--- config.mk ---
export PLATFORM = sky130hd
export DESIGN_NAME = deser_tree
export DESIGN_NICKNAME = d
export VERILOG_FILES = /design/src/rtl/deser_pkg.sv /design/src/rtl/deser_phase.sv /design/src/rtl/deser_stage.sv /design/src/rtl/deser_tree.sv
export SDC_FILE = /design/constraint.sdc
export NUM_CORES = 1
export LEC_CHECK = 0
export BUFFER_PORTS_ARGS = -buffer_cell sky130_fd_sc_hd__clkbuf_2
export CORE_ASPECT_RATIO = 0.75
export CORE_MARGIN = 2
export CORE_UTILIZATION = 50
export CTS_BUF_LIST = sky130_fd_sc_hd__clkbuf_4 sky130_fd_sc_hd__clkbuf_8
export DETAILED_ROUTE_END_ITERATION = 10
export PLACE_DENSITY = 0.73
export SYNTH_ARGS = -nofsm -noshare
export SYNTH_HDL_FRONTEND = slang
export SYNTH_SLANG_ARGS = --single-unit
--- constraint.sdc ---
create_clock -name clk -period 1.1 [get_ports clk]
set_clock_uncertainty 0.05 [all_clocks]
set_input_delay 0.055 -clock clk [delete_from_list [all_inputs] [get_ports clk]]
set_output_delay 0.055 -clock clk [all_outputs]
set_load 0.05 [all_outputs]
--- src/rtl/deser_pkg.sv ---
package deser_pkg;
  // Class of a recovered word, selected by one bit of the word.
  typedef enum logic {
    VC_REQ = 1'b0,
    VC_REP = 1'b1
  } vc_class_t;
endpackage

--- src/rtl/deser_phase.sv ---
// Slot counter standing in for the forwarded-clock divider chain.
// A start-of-frame pulse forces the current slot to zero and arms the block.
module deser_phase #(
  parameter int unsigned SLOTS = 8,
  parameter int unsigned CW    = $clog2(SLOTS)
) (
  input  logic          clk,
  input  logic          rst_n,
  input  logic          sof,
  output logic [CW-1:0] slot,
  output logic          arm
);
  logic [CW-1:0] cnt_q, cnt_d;
  logic          armed_q, armed_d;

  always_comb begin
    slot    = sof ? '0 : cnt_q;
    arm     = sof | armed_q;
    cnt_d   = slot + 1'b1;
    armed_d = arm;
  end

  always_ff @(posedge clk or negedge rst_n) begin
    if (!rst_n) begin
      cnt_q   <= '0;
      armed_q <= 1'b0;
    end else begin
      cnt_q   <= cnt_d;
      armed_q <= armed_d;
    end
  end
endmodule

--- src/rtl/deser_stage.sv ---
// One 1:2 level of the tree. An incoming group goes to the lower or the upper
// half, chosen by bit 0 of the phase tag. Writing the upper half completes
// the doubled group and fires the strobe for the next level.
module deser_stage #(
  parameter int unsigned LANES = 2,
  parameter int unsigned IN_E  = 1,
  parameter int unsigned TAG_W = 3
) (
  input  logic                      clk,
  input  logic                      rst_n,
  input  logic                      in_v,
  input  logic                      in_arm,
  input  logic [TAG_W-1:0]          in_tag,
  input  logic [LANES*IN_E-1:0]     in_grp,
  output logic                      out_v,
  output logic                      out_arm,
  output logic [TAG_W-1:0]          out_tag,
  output logic [2*LANES*IN_E-1:0]   out_grp
);
  localparam int unsigned HW = LANES * IN_E;

  logic             v_d, arm_d;
  logic [TAG_W-1:0] tag_d;
  logic [2*HW-1:0]  grp_d;

  always_comb begin
    v_d   = in_v & in_tag[0];
    arm_d = in_v ? in_arm : out_arm;
    tag_d = in_v ? (in_tag >> 1) : out_tag;
    grp_d = out_grp;
    if (in_v) begin
      if (in_tag[0]) grp_d[2*HW-1:HW] = in_grp;
      else           grp_d[HW-1:0]    = in_grp;
    end
  end

  always_ff @(posedge clk or negedge rst_n) begin
    if (!rst_n) begin
      out_v   <= 1'b0;
      out_arm <= 1'b0;
      out_tag <= '0;
    end else begin
      out_v   <= v_d;
      out_arm <= arm_d;
      out_tag <= tag_d;
    end
  end

  // Datapath storage carries no reset; it is qualified by out_v.
  always_ff @(posedge clk) begin
    out_grp <= grp_d;
  end
endmodule

--- src/rtl/deser_tree.sv ---
module deser_tree
  import deser_pkg::*;
#(
  parameter int unsigned WORD_W = 16,
  parameter int unsigned LANES  = 2,
  parameter int unsigned VC_BIT = WORD_W - 1
) (
  input  logic              clk,
  input  logic              rst_n,
  input  logic              sof,
  input  logic [LANES-1:0]  ser_in,
  output logic [WORD_W-1:0] word_out,
  output logic              word_en,
  output logic              word_valid,
  output logic              req_valid,
  output logic              rep_valid
);
  localparam int unsigned SLOTS  = WORD_W / LANES;
  localparam int unsigned STAGES = $clog2(SLOTS);
  localparam int unsigned CW     = STAGES;

  // Asynchronous assert, synchronous release.
  logic [1:0] rs_q;
  logic       rst_ln;
  always_ff @(posedge clk or negedge rst_n) begin
    if (!rst_n) rs_q <= 2'b00;
    else        rs_q <= {rs_q[0], 1'b1};
  end
  assign rst_ln = rs_q[1];

  logic [CW-1:0] slot;
  logic          arm;

  deser_phase #(.SLOTS(SLOTS), .CW(CW)) u_phase (
    .clk   (clk),
    .rst_n (rst_ln),
    .sof   (sof),
    .slot  (slot),
    .arm   (arm)
  );

  for (genvar s = 0; s < STAGES; s++) begin : g_stg
    localparam int unsigned IE = 2 ** s;
    logic                    iv, ia, ov, oa;
    logic [CW-1:0]           it, ot;
    logic [LANES*IE-1:0]     ig;
    logic [2*LANES*IE-1:0]   og;

    if (s == 0) begin : g_head
      assign iv = 1'b1;
      assign ia = arm;
      assign it = slot;
      assign ig = ser_in;
    end else begin : g_link
      assign iv = g_stg[s-1].ov;
      assign ia = g_stg[s-1].oa;
      assign it = g_stg[s-1].ot;
      assign ig = g_stg[s-1].og;
    end

    deser_stage #(.LANES(LANES), .IN_E(IE), .TAG_W(CW)) u_stage (
      .clk     (clk),
      .rst_n   (rst_ln),
      .in_v    (iv),
      .in_arm  (ia),
      .in_tag  (it),
      .in_grp  (ig),
      .out_v   (ov),
      .out_arm (oa),
      .out_tag (ot),
      .out_grp (og)
    );
  end

  logic              fin_v, fin_arm;
  logic [WORD_W-1:0] fin_grp;
  logic              unused_tag;
  assign fin_v      = g_stg[STAGES-1].ov;
  assign fin_arm    = g_stg[STAGES-1].oa;
  assign fin_grp    = g_stg[STAGES-1].og;
  assign unused_tag = ^g_stg[STAGES-1].ot;

  logic [WORD_W-1:0] word_q, word_d;
  logic              en_q, en_d, val_q, val_d;

  always_comb begin
    word_d = fin_v ? fin_grp : word_q;
    en_d   = fin_v;
    val_d  = fin_v & fin_arm;
  end

  always_ff @(posedge clk or negedge rst_ln) begin
    if (!rst_ln) begin
      word_q <= '0;
      en_q   <= 1'b0;
      val_q  <= 1'b0;
    end else begin
      word_q <= word_d;
      en_q   <= en_d;
      val_q  <= val_d;
    end
  end

  vc_class_t vc;
  assign vc         = vc_class_t'(word_q[VC_BIT]);
  assign word_out   = word_q;
  assign word_en    = en_q;
  assign word_valid = val_q;
  assign req_valid  = val_q && (vc == VC_REQ);
  assign rep_valid  = val_q && (vc == VC_REP);
endmodule

-- Word level (Yosys, flattened, before mapping)
Index checks and enable logic that the tools add are counted.
Widths: inputs -> output; s select.
- input port bits: 5
- logic and storage cells: 34
- register bits after elaboration: 60
- bitwise logic cells: 7
- add/sub/neg operators: 1
- reductions and logical operators: 6
- multiplexer cells: 1
- operators by type and width (cell ; number):
    $reduce_and 2->1 ; 4
    $add 3x1->3 const B ; 1
    $and 1x1->1 ; 3
    $mux 3 ; 1
    $not 1->1 ; 3
    $logic_and 1x1->1 ; 2
    $or 1x1->1 ; 1

-- Longest topological paths before layout
- word-level depth: 2
- mapped depth: 3

-- By module
A second synthesis with hierarchy kept.
- cell total of the unflattened synthesis: 117
- area, all modules: 2254.7 um^2
- by module, submodules not included (module ; sequential area each (um^2) ; area an instance (um^2) ; instances ; cells each):
    deser_tree ; 500.5 ; 769.5 ; 1 ; 42
    deser_stage at g_stg[2].u_stage ; 580.6 ; 638.1 ; 1 ; 27
    deser_stage at g_stg[1].u_stage ; 340.3 ; 397.9 ; 1 ; 19
    deser_stage at g_stg[0].u_stage ; 220.2 ; 277.8 ; 1 ; 15
    deser_phase ; 100.1 ; 171.4 ; 1 ; 14

-- Worst setup path after synthesis
OpenSTA, ideal clock, no wires.
- path type: flip-flop to output port
- start point: reg val_q, in the netlist word_valid
- end point: out req_valid
- path buffers: 0
- data arrival time: 1.397 ns
- stages on the path, launching flop included: 2
- path slack: -0.402 ns
- data required time: 0.995 ns
- path through: dfrtp_1 nor2b_1
- longest elaborated chain between the ends: 1
- ends and longest elaborated chain (what ; RTL line ; source):
    start, declared ; deser_tree.sv:84 ; logic en_q, en_d, val_q, val_d;
    start signal, assigned ; deser_tree.sv:100 ; val_q <= val_d;
    $logic_and 1x1->1 ; deser_tree.sv:109 ; assign req_valid = val_q && (vc == VC_REQ);
    end, declared ; deser_tree.sv:15 ; output logic req_valid,
No other way between the ends.

-- Worst setup path after layout
- start point: reg word_q[15], in the netlist word_out[15]
- end point: out rep_valid
- longest elaborated chain between the ends: 1
- ends and longest elaborated chain (what ; RTL line ; source):
    start, declared ; deser_tree.sv:83 ; logic [WORD_W-1:0] word_q, word_d;
    start signal, assigned ; deser_tree.sv:98 ; word_q <= word_d;
    $logic_and 1x1->1 ; deser_tree.sv:110 ; assign rep_valid = val_q && (vc == VC_REP);
    end, declared ; deser_tree.sv:16 ; output logic rep_valid
No other way between the ends.

==> qor.yml <==
global_route:
  grt_pass1_wl_um: 4800
  grt_use_total_pct: 15.5
  antenna_found_initial: 0
  grt.overflow.total: 0
  grt_max_degree: 31
  grt_pass1_vias: 968
placement:
  dp_hpwl_um: 1920
  globalplace.congestion: 0.703
  io_buffer_count: 24
  post_dp_cell_area_um2: 2270
flow_run:
  drv_cap: 0
synth:
  synth-seq-cells: 60
  synth_warnings: 0
  synth_area_um2: 2030
  syn_nets: 105
  ys_types: 15
  ys_seq_area_share_pct: 80.7
  syn_inst: 100
  syn_area_per_cell_um2: 20.3
floorplan:
  die_h_um: 59.2
  die_width_um: 77.6
  pin_count: 25
  core_um2: 3980
  rows: 20
  die_area_um2: 4600
  initial_core_util_pct: 51.1
worst_setup_path:
  path_class: "flip-flop to primary output"
  required_ps: 1000
  endpoint_kind: "primary output"
  crit_path_max_fanout: 4
  cp-start-kind: "flip-flop"
  critical_path_arrival_ps: 1070
sta:
  setup_viol: 2
  grt_setup_unrepaired: "yes"
  drv_slew: 0
  max_freq_mhz: 849
  whs_ps: 198
  hold_viol_final: 0
  setup_slack_ps: -77.8
  fin_crit_ps: 1180
  period_share_pct: 107
finish:
  n_fill_cell: 290
  drive_above_1_share_pct: 48.7
  regArea_um2: 1640
  layout.nets: 150
  multiInputGateArea_um2: 368
  diodes: 0
  fin_area_um2: 2550
  area_growth_pct: 25.3
status:
  status: "complete, but fails checks"
  violations: "negative setup slack"
cts:
  cts_tree: "done"
  cts_buffers: 9
  cts_sinks: 60
  clockBufferDepth: 2
  htreeDepth: 3
  path_clk_slew_ps: 60
  insertion_delay_ps: 330
  clock-root-buffer: "clkbuf_8"
routing:
  vias_per_cell: 4.49
  ant_nets: 0
  wl_per_cell_um: 13.9
  dr.first_iter.drc_count: 18
  vias: 920
  first_pass_iters: 4
  drc: 0
  wl_um: 2850
power_and_ir_drop:
  leakagePower_uw: 0.00110
  vdd_drop_max_v: 0.000918
  p_per_area_nw_per_um2: 1910
worst_hold_path:
  hp-class: "flip-flop to async pin"
==> cells in the final DEF (no fill, tap or decap) <==
master,count
or2_2,1
buf_12,1
clkbuf_4,15
nor2_1,2
and2_4,1
clkinv_1,2
clkbuf_16,1
dfrtp_1,30
nor2b_1,3
nand2_1,1
mux2_2,11
buf_2,5
mux2_4,9
clkbuf_2,5
buf_4,6
xnor2_1,1
edfxtp_1,28
clkinv_2,2
conb_1,1
buf_8,1
nor2b_4,1
nor2b_2,2
and2_1,2
and2_2,1
inv_1,2
dfrtp_2,2
dlygate4sd3_1,5
clkbuf_8,9
==> final cells by class <==
type | instances | share of cell area (%)
Clock buffer | 12 | 5.75
Multi-Input combinational cell | 36 | 14.4
Tap cell | 55 | 2.70
Clock inverter | 4 | 0.688
Inverter | 2 | 0.295
Timing Repair Buffer | 36 | 11.6
Sequential cell | 60 | 64.5
==> logic make-up after synthesis <==
family,after synthesis,share of synthesized area (%)
and+or+nand+nor,14,4.00
other,1,0.184
muxes,20,12.7
buffers and inverters,4,1.91
DFF,60,80.7
xor gates and xnor gates,1,0.431
==> timing repair <==
item                                    in CTS  in global routing
setup buffers                                0                  0
pin swaps                                    1                  0
gates resized for setup                      9                 26
endpoints found under the hold margin       10                  0
endpoints found under the setup margin       6                 18
hold buffers                                 5                  0
==> report_power, final <==
part	internal (uW)	total, uW	switching (uW)
logic	234	658	424
registers	2510	2600	86.8
clock network	868	1610	738
total	3610	4860	1250
==> critical path: stages, from the launching register on <==
cell	delay, ps
dfrtp_2	430
and2_4	150
clkbuf_16	160
==> flip-flops by register name (all words and copies together) (netlist names) <==
signal / cells
word_en: 1
u_phase.cnt_q: 3
rs_q: 2
g_stg.u_stage.out_tag: 3
g_stg.u_stage.out_v: 3
g_stg.u_stage.out_grp: 28
g_stg.u_stage.out_arm: 3
word_out: 16
word_valid: 1
==> cells in the mapped netlist <==
cell      instances  area share [%]
dfrtp_1          32              39
edfxtp_1         28              41
mux2_2           11             6.1
mux2_4            9             6.6
nor2b_1           6             1.8
and2_1            3            0.92
inv_1             2            0.37
nor2_1            2            0.37
and2_2            1            0.37
buf_12            1            0.98
buf_6             1            0.55
conb_1            1            0.18
nand2_1           1            0.18
or2_2             1            0.31
xnor2_1           1            0.43
==> path summary, 6_finish.rpt <==
check | startpoint | endpoint | slack [ps] | cells past startpoint
setup / recovery | word_out[15] | rep_valid | -80 | 2
hold / removal | rs_q[1] | word_out[2] | 200 | 1
setup reg to reg | g_stg[2].u_stage.out_v | word_out[5] | 50 | 2
hold reg to reg | rs_q[1] | word_out[2] | 200 | 1
max in group asynchronous | rst_n | rs_q[0] | 340 | 3
min in group clk | rs_q[0] | rs_q[1] | 300 | 0
==> through the flow <==
stage / utilization [%] / worst slack, ps / setup TNS [ps] / std cells / power (uW)
floorplan: - / 5.69 / 0 / 100 / 3090
global placement: 57.0 / 80.5 / 0 / 184 / 3230
detailed placement: 57.0 / -5.48 / -10.9 / 184 / 3260
CTS: 63.4 / -101 / -190 / 205 / 4920
global route: 64.0 / -120 / -233 / 205 / 5090
finish: 64.0 / -77.8 / -114 / 205 / 4860
==> per-layer routing <==
metal	vias up	part of all wire, %	wire length (um)	global-route usage (%)
li1	439	-	-	-
met1	452	42	1200	16.8
met2	23	50	1440	23.8
met3	6	6.3	179	10.1
met4	0	1.1	32	7.65
met5	-	0	0	0
Power figures use the tool's default switching activity.
